--- src/rtl/vtype_limit_pkg.sv ---
package vtype_limit_pkg;

  // Strobes from the control to the datapath
  typedef struct packed {
    logic capture;   // load decode result into the output registers
    logic pulse;     // next value of the valid strobe
  } ctrl_strobe_t;

  localparam int SEW_FIELD_LO  = 3;
  localparam int LMUL_FIELD_LO = 0;
  localparam int CODE_W        = 3;
  localparam logic [CODE_W-1:0] LMUL_RESERVED = 3'b100;

endpackage

--- src/rtl/vtype_limit_ctrl.sv ---
module vtype_limit_ctrl
  import vtype_limit_pkg::*;
(
  input  logic         clk,
  input  logic         rstN,
  input  logic         inStrobe,
  output ctrl_strobe_t strobes,
  output logic         validQ
);

  always_comb begin
    strobes.capture = inStrobe;
    strobes.pulse   = inStrobe;
  end

  always_ff @(posedge clk or negedge rstN) begin
    if (!rstN) validQ <= 1'b0;
    else       validQ <= strobes.pulse;
  end

endmodule

--- src/rtl/vtype_limit_dp.sv ---
module vtype_limit_dp
  import vtype_limit_pkg::*;
#(
  parameter int VLEN    = 256,
  parameter int VTYPE_W = 8
) (
  input  logic                       clk,
  input  logic                       rstN,
  input  ctrl_strobe_t               strobes,
  input  logic [VTYPE_W-1:0]         vtypeIn,
  input  logic                       villIn,
  input  logic                       perRegSel,
  output logic                       illegalQ,
  output logic [$clog2(VLEN):0]      vlmaxQ
);

  localparam int CNT_W   = $clog2(VLEN) + 1;
  localparam int SHIFT_W = 5;   // covers sew(0..7) + 3 - exp(-3..3)
  localparam logic [CNT_W-1:0] VLEN_VEC = CNT_W'(VLEN);

  logic [CODE_W-1:0]        sewCode;
  logic [CODE_W-1:0]        lmulCode;
  logic signed [CODE_W:0]   lmulExp;
  logic signed [CODE_W:0]   effExp;
  logic signed [SHIFT_W-1:0] shiftAmt;
  logic                     illegalNext;
  logic [CNT_W-1:0]         vlmaxNext;

  always_comb begin
    sewCode  = vtypeIn[SEW_FIELD_LO +: CODE_W];
    lmulCode = vtypeIn[LMUL_FIELD_LO +: CODE_W];
    // Sign-extended exponent: 101..111 become -3..-1
    lmulExp  = {lmulCode[CODE_W-1], lmulCode};
    // Single-register limit: positive exponents fold to 0
    effExp   = (perRegSel && !lmulExp[CODE_W]) ? '0 : lmulExp;
    shiftAmt = $signed({2'b00, sewCode}) + 5'sd3
               - $signed({effExp[CODE_W], effExp});
    illegalNext = villIn || sewCode[CODE_W-1] || (lmulCode == LMUL_RESERVED);
    if (illegalNext || shiftAmt[SHIFT_W-1]) vlmaxNext = '0;
    else vlmaxNext = VLEN_VEC >> shiftAmt[SHIFT_W-2:0];
  end

  always_ff @(posedge clk or negedge rstN) begin
    if (!rstN) begin
      illegalQ <= 1'b0;
      vlmaxQ   <= '0;
    end else if (strobes.capture) begin
      illegalQ <= illegalNext;
      vlmaxQ   <= vlmaxNext;
    end
  end

endmodule

--- src/rtl/vtype_limit_unit.sv ---
module vtype_limit_unit
  import vtype_limit_pkg::*;
#(
  parameter int VLEN    = 256,
  parameter int VTYPE_W = 8
) (
  input  logic                   clk,
  input  logic                   rstN,
  input  logic                   inStrobe,
  input  logic [VTYPE_W-1:0]     vtypeIn,
  input  logic                   villIn,
  input  logic                   perRegSel,
  output logic                   outValid,
  output logic                   outIllegal,
  output logic [$clog2(VLEN):0]  vlmaxOut
);

  ctrl_strobe_t strobes;

  vtype_limit_ctrl u_ctrl (
    .clk      (clk),
    .rstN     (rstN),
    .inStrobe (inStrobe),
    .strobes  (strobes),
    .validQ   (outValid)
  );

  vtype_limit_dp #(.VLEN(VLEN), .VTYPE_W(VTYPE_W)) u_dp (
    .clk       (clk),
    .rstN      (rstN),
    .strobes   (strobes),
    .vtypeIn   (vtypeIn),
    .villIn    (villIn),
    .perRegSel (perRegSel),
    .illegalQ  (outIllegal),
    .vlmaxQ    (vlmaxOut)
  );

endmodule

--- config.mk ---
export PLATFORM = sky130hd
export DESIGN_NAME = vtype_limit_unit
export DESIGN_NICKNAME = d
export VERILOG_FILES = /design/src/rtl/vtype_limit_pkg.sv /design/src/rtl/vtype_limit_ctrl.sv /design/src/rtl/vtype_limit_dp.sv /design/src/rtl/vtype_limit_unit.sv
export SDC_FILE = /design/constraint.sdc
export NUM_CORES = 1
export LEC_CHECK = 0
export ABC_AREA = 1
export BUFFER_PORTS_ARGS = -buffer_cell sky130_fd_sc_hd__buf_2
export CAP_MARGIN = 15
export CORE_ASPECT_RATIO = 0.9
export CORE_MARGIN = 2
export CORE_UTILIZATION = 35
export DETAILED_ROUTE_END_ITERATION = 16
export PLACE_DENSITY = 0.66
export SLEW_MARGIN = 25
export SYNTH_ARGS = -nofsm -noshare
export SYNTH_HDL_FRONTEND = slang
export SYNTH_HIERARCHICAL = 1
export SYNTH_SLANG_ARGS = --single-unit
--- constraint.sdc ---
create_clock -name clk -period 1.2 [get_ports clk]
set_clock_uncertainty 0.05 [all_clocks]
set_input_delay 0.06 -clock clk [delete_from_list [all_inputs] [get_ports clk]]
set_output_delay 0.06 -clock clk [all_outputs]
set_load 0.02 [all_outputs]
==> results.toml, run 1 <==
[floorplan]
fp-row-count = 16
die_y_um = 49.2
die_area_um2 = 2670
die_w_um = 54.3
core_area_um2 = 2160
floorplan.io_pins = 24
initial_core_util_pct = 36.8

[logic_synthesis]
syn-num-nets = 132
syn-instance-count = 114
syn-mean-instance-area_um2 = 6.98
synth.cell_area_um2 = 796
yosysWarningCount = 6

[cells_and_area]
finalNonFillerCells = 183
finalCoreUtilization_pct = 59.2
post_route_cells_drive_above_1_share_pct = 51.9
finish.net_count = 175
antenna_diodes = 0
n_fill_cell = 173
postLayoutCellArea_um2 = 1280
area_growth_syn_to_fin_pct = 60.8

[detailed_routing]
ant_nets = 0
dr_drc_count = 0
detail_route.iter0.violations = 20
routed_wire_length_per_instance_um = 11.9
total_via_count_in_the_routed_design = 866
totalWireLength_um = 2170
drt_pre_antenna_iters = 4
viasPerCell = 4.73

[timing]
grt_setup_unrepaired = "yes"
layout_worst_path_cycle_share_pct = 119
setup-violations-final = 9
max_freq_mhz = 701
maxSlewHeadroom_pct = 82.2
timing.final.hold_violations = 0
fin_hold_ws_ps = 128
finalCriticalPeriod_ps = 1430
final_max_slew_viol_count = 0
worstMarginPinSlew_ps = 267
setup_ws_ps = -226
final.setup.tns_ps = -1620

[grt]
global_route_usage_over_all_layers_pct = 18.2
grt_antenna_before_repair = 0
first_global_vias = 864
grt_start_max_net_pins = 12
grt_first_pass_wirelength_um = 3620
grt.overflow.total = 0

[worst_setup_path]
r2r-start = "u_dp/illegalQ$_DFFE_PN0P_"
type_of_the_worst_setup_path = "input pin to flip-flop"
cp-end-kind = "flip-flop"
crit_path_start_kind = "input pin"
critPathArrivalTime_ps = 1580
worst-path-max-fanout = 3
regToRegSetupSlack_ps = 530
startpoint = "vtypeIn[4]"
critPathRequiredTime_ps = 1350

[power_and_ir_drop]
power_mw = 1.14
irDropWorstVdd_mv = 0.714
pwr_density_cell_nw_per_um2 = 894
power_leakage_nw = 0.695

[cts]
cts_tree = "built"
worstSkewPairLatency_ps = 270
cts-root-buf = "sky130_fd_sc_hd__clkbuf_4"
clockBufferDepth = 2
numCtsBuffers = 3
post_cts_clock_slew_at_the_launch_and_capture_registers_of_the_worst_setup_and_hold_paths_ps = 70
h-tree-depth = 1
clock_sinks = 11

[outcome]
run_status = "finished, violations left"
failing_checks = "setup timing"

[placed_design]
globalplace.congestion = 0.810
place_worst_setup_slack_ps = -600
hpwl_um = 1530
buffer_ports.inserted = 21
placed_cell_area_um2 = 1070
dp.cells = 175

[job]
cap_viol_max_count = 0

[worst_hold_path]
hold_class = "input pin to asynchronous set/reset pin"
state kept, by name (all words and copies together), names as in the netlist:
signal / cells
u_dp/vlmaxQ: 9
u_ctrl/validQ: 1
u_dp/illegalQ: 1
final cells by class:
class                      instances  area, um2  area share, %
multi-input combinational         82        583           45.6
sequential                        11        275           21.5
timing repair buffer              40        275           21.5
inverter                          19       86.3           6.74
tap                               27       33.8           2.64
clock buffer                       4       26.3           2.05
report_power, final:
group	internal, mW	leakage [nW]	switching (mW)
clock network	0.129	0.0150	0.124
logic	0.220	0.531	0.287
registers	0.381	0.149	0.00447
layer usage:
layer	track usage, %	routed length [um]
met3	5.52	110
met5	0	0
met2	28.9	1090
met1	23.4	927
met4	5.42	42
final timing paths:
path | cells past startpoint | endpoint
max | 10 | u_dp/vlmaxQ[0]$_DFFE_PN0P_
min | 2 | u_dp/vlmaxQ[4]$_DFFE_PN0P_
max reg2reg | 2 | u_dp/illegalQ$_DFFE_PN0P_
min reg2reg | 2 | u_dp/vlmaxQ[1]$_DFFE_PN0P_
max in group asynchronous | 2 | u_dp/vlmaxQ[8]$_DFFE_PN0P_
min in group clk | 5 | u_dp/vlmaxQ[5]$_DFFE_PN0P_
timing repair:
item / 4_1_cts / 5_1_grt
endpoints found under the setup margin: 9 / 9
gates cloned: 0 / 0
pin swaps: 14 / 9
resized for setup: 22 / 11
hold endpoints to repair: 12 / 0
hold buffers: 2 / 0
setup buffers: 0 / 2
layout by cell type, fill, tap and decap left out:
cell type	instances
sky130_fd_sc_hd__nand2_1	39
sky130_fd_sc_hd__dfrtp_1	11
sky130_fd_sc_hd__nor3_4	1
sky130_fd_sc_hd__inv_1	9
sky130_fd_sc_hd__buf_2	18
sky130_fd_sc_hd__nand2_2	5
sky130_fd_sc_hd__inv_8	1
sky130_fd_sc_hd__xor2_4	1
sky130_fd_sc_hd__buf_4	17
sky130_fd_sc_hd__nor2_1	6
sky130_fd_sc_hd__nand3_1	3
sky130_fd_sc_hd__o21ai_0	1
sky130_fd_sc_hd__clkbuf_4	3
sky130_fd_sc_hd__o21ai_1	1
sky130_fd_sc_hd__nor2_2	3
sky130_fd_sc_hd__nand2_4	1
sky130_fd_sc_hd__inv_2	6
sky130_fd_sc_hd__nand3_4	3
sky130_fd_sc_hd__fa_2	1
sky130_fd_sc_hd__a21oi_2	3
sky130_fd_sc_hd__buf_6	2
sky130_fd_sc_hd__ha_1	1
sky130_fd_sc_hd__ha_4	2
sky130_fd_sc_hd__nor3_2	1
sky130_fd_sc_hd__a21oi_4	1
sky130_fd_sc_hd__ha_2	1
sky130_fd_sc_hd__inv_4	3
sky130_fd_sc_hd__dlygate4sd3_1	2
sky130_fd_sc_hd__buf_8	1
sky130_fd_sc_hd__a311oi_1	1
sky130_fd_sc_hd__clkbuf_1	1
sky130_fd_sc_hd__nand3_2	7
critical path, cell delays in order:
cell	delay, ps
sky130_fd_sc_hd__buf_6	100
sky130_fd_sc_hd__inv_4	50
sky130_fd_sc_hd__ha_4	200
sky130_fd_sc_hd__fa_2	570
sky130_fd_sc_hd__inv_2	60
sky130_fd_sc_hd__nor3_4	160
sky130_fd_sc_hd__inv_2	80
sky130_fd_sc_hd__a21oi_2	120
sky130_fd_sc_hd__nand2_1	60
sky130_fd_sc_hd__o21ai_1	110
Power figures use the tool's default switching activity.
==> run 2: changes to the inputs <==
--- a/config.mk
+++ b/config.mk
@@ -13,6 +13,7 @@
 export CORE_UTILIZATION = 35
 export DETAILED_ROUTE_END_ITERATION = 16
 export PLACE_DENSITY = 0.66
+export RECOVER_POWER = 50
 export SLEW_MARGIN = 25
 export SYNTH_ARGS = -nofsm -noshare
 export SYNTH_HDL_FRONTEND = slang
==> run 2 against run 1 <==
Against the previous run:
- the run still ends with setup timing left
- sequential cell count did not move
- wire length hardly changed
- count of clock-buffer cells in the layout did not move
- final cell count unchanged
- sequential share of layout area barely moved
- setup slack hardly changed
- fmax hardly changed
- largest cell class unchanged
- largest power group unchanged
==> results.toml, run 2 (synthesized netlist as in run 1, its figures left out) <==
[grt]
gr-usage-met1_pct = 23.4
most_used_layer_global_route = "met2"
grt_antenna_before_repair = 0
grt.overflow.total = 0
global_route_usage_over_all_layers_pct = 18.2
grt_first_pass_wirelength_um = 3620
first_global_vias = 864
grt_start_max_net_pins = 12
m3_gr_usage_pct = 5.52
global_route.usage.met2_pct = 28.9

[power_and_ir_drop]
comb_power_share_pct = 44.2
power_mw = 1.14
swShare_pct = 36.3
internal-power_uw = 729
irDropWorstVdd_mv = 0.714
p_switching_uw = 415
power_leakage_nw = 0.692
pwr_density_cell_nw_per_um2 = 894
clockPowerShare_pct = 22.1
share_seq_of_total_power_pct = 33.7

[cells_and_area]
mostFrequentLayoutCells = "39 x sky130_fd_sc_hd__nand2_1, 17 x sky130_fd_sc_hd__buf_2, 17 x sky130_fd_sc_hd__buf_4"
largest_register_ffs = 9
area_growth_syn_to_fin_pct = 60.7
antenna_diodes = 0
reg.largest.list = "u_dp/vlmaxQ: 9 flops, u_ctrl/validQ: 1 flops, u_dp/illegalQ: 1 flops"
finalNonFillerCells = 183
finish.net_count = 175
most_common_library_cell_in_the_layout_ignoring_fill_and_taps = "sky130_fd_sc_hd__nand2_1"
post_route_cells_drive_above_1_share_pct = 51.3
largest_register = "u_dp/vlmaxQ"

[timing]
worstMarginPinSlew_ps = 584
timing.final.hold_violations = 0
max_freq_mhz = 701
setup-violations-final = 9
finalCriticalPeriod_ps = 1430
setup_ws_ps = -227
grt_setup_unrepaired = "yes"
layout_worst_path_cycle_share_pct = 119
final_max_slew_viol_count = 0
maxSlewHeadroom_pct = 61.1

[placed_design]
hpwl_um = 1530
dp.cells = 175
place_worst_setup_slack_ps = -600
globalplace.congestion = 0.810
buffer_ports.inserted = 21

[detailed_routing]
dr_drc_count = 0
drt_pre_antenna_iters = 4
viasPerCell = 4.73
total_via_count_in_the_routed_design = 865
ant_nets = 0
detail_route.iter0.violations = 20
routed_wire_length_per_instance_um = 11.9
totalWireLength_um = 2170

[cts]
post_cts_clock_slew_at_the_launch_and_capture_registers_of_the_worst_setup_and_hold_paths_ps = 70
h-tree-depth = 1
worstSkewPairLatency_ps = 270
cts_tree = "built"
clock_sinks = 11
numCtsBuffers = 3
cts-root-buf = "sky130_fd_sc_hd__clkbuf_4"
clockBufferDepth = 2

[outcome]
failing_checks = "setup timing"
run_status = "finished, violations left"

[worst_setup_path]
critPathArrivalTime_ps = 1580
crit_path_start_kind = "input pin"
worst-path-max-fanout = 3
critPathSlowestCell = "sky130_fd_sc_hd__fa_2"
worst_path_most_repeated_cell = "sky130_fd_sc_hd__inv_2"
critPathRequiredTime_ps = 1350
path_cells = "buf_6 > inv_4 > ha_4 > fa_2 > inv_2 > nor3_4 > inv_2 > a21oi_2 > nand2_1 > o21ai_1"
cp-end-kind = "flip-flop"
type_of_the_worst_setup_path = "input pin to flip-flop"
critPathMaxStageDelay_ps = 570

[floorplan]
core_area_um2 = 2160
die_area_um2 = 2670
fp-row-count = 16
initial_core_util_pct = 36.8
die_y_um = 49.2
floorplan.io_pins = 24
die_w_um = 54.3

[job]
cap_viol_max_count = 0

[worst_hold_path]
hold_class = "input pin to flip-flop"
-- run 2: cell count changes in the layout (fill, tap and decap cells not counted) --
cell                       delta
sky130_fd_sc_hd__clkbuf_1     +1
sky130_fd_sc_hd__buf_2        -1
-- run 2: final timing paths --
check                                           start                          to  slack [ps]  cells after the start
setup / recovery                           vtypeIn[4]  u_dp/vlmaxQ[0]$_DFFE_PN0P_        -230                     10
min in group asynchronous                        rstN  u_dp/vlmaxQ[4]$_DFFE_PN0P_         250                      2
setup reg to reg            u_dp/illegalQ$_DFFE_PN0P_   u_dp/illegalQ$_DFFE_PN0P_         530                      2
max in group asynchronous                        rstN  u_dp/vlmaxQ[8]$_DFFE_PN0P_         470                      2
hold / removal                               inStrobe  u_dp/vlmaxQ[5]$_DFFE_PN0P_         130                      5
hold reg to reg            u_dp/vlmaxQ[1]$_DFFE_PN0P_  u_dp/vlmaxQ[1]$_DFFE_PN0P_         430                      2
-- run 2: area by class of cell --
cell class	instances	area [um2]
tap	27	33.8
multi-input combinational	82	583
clock buffer	4	26.3
sequential	11	275
fill	173	883
timing repair buffer	40	274
inverter	19	86.3
-- run 2: critical path: cells and delay by family --
kind / cells / cell delay, ps
buf+inv: 4 / 290
fa+ha+maj: 2 / 770
simple gates: 2 / 220
compound gates: 2 / 230
-- run 2: per-layer routing --
| layer | part of all wire, % | wire length, um | vias to the layer above |
|---|---|---|---|
| met4 | 1.9 | 42 | 0 |
| met3 | 4.9 | 106 | 6 |
| met2 | 50 | 1090 | 24 |
| met5 | 0 | 0 | - |
| met1 | 43 | 930 | 399 |
| li1 | - | - | 436 |
-- run 2: power groups by stage --
stage	Combinational, mW	Sequential, mW	Clock, mW
4_1_cts	0.425	0.385	0.263
2_1_floorplan	0.209	0.406	0
3_5_place_dp	0.359	0.392	0
5_1_grt	0.547	0.386	0.291
6_report	0.506	0.385	0.253
3_3_place_gp	0.352	0.392	0
-- run 2: repair_timing --
item | in CTS | in global routing
gates resized for setup | 22 | 11
endpoints found under the hold margin | 12 | 0
pin swaps | 14 | 9
buffers inserted | 0 | 2
hold buffers | 2 | 0
endpoints found under the setup margin | 9 | 9
-- run 2: through the flow --
| stage | hold slack (ps) | area (um2) | utilization, % | TNS, ps |
|---|---|---|---|---|
| 2_1_floorplan | -286 | 827 | - | -2720 |
| 3_3_place_gp | -114 | 1070 | 49.4 | -4690 |
| 3_5_place_dp | -104 | 1070 | 49.4 | -5150 |
| 4_1_cts | 118 | 1210 | 55.9 | -1180 |
| 5_1_grt | 132 | 1280 | 59.1 | -2140 |
| 6_report | 133 | 1280 | 59.1 | -1620 |
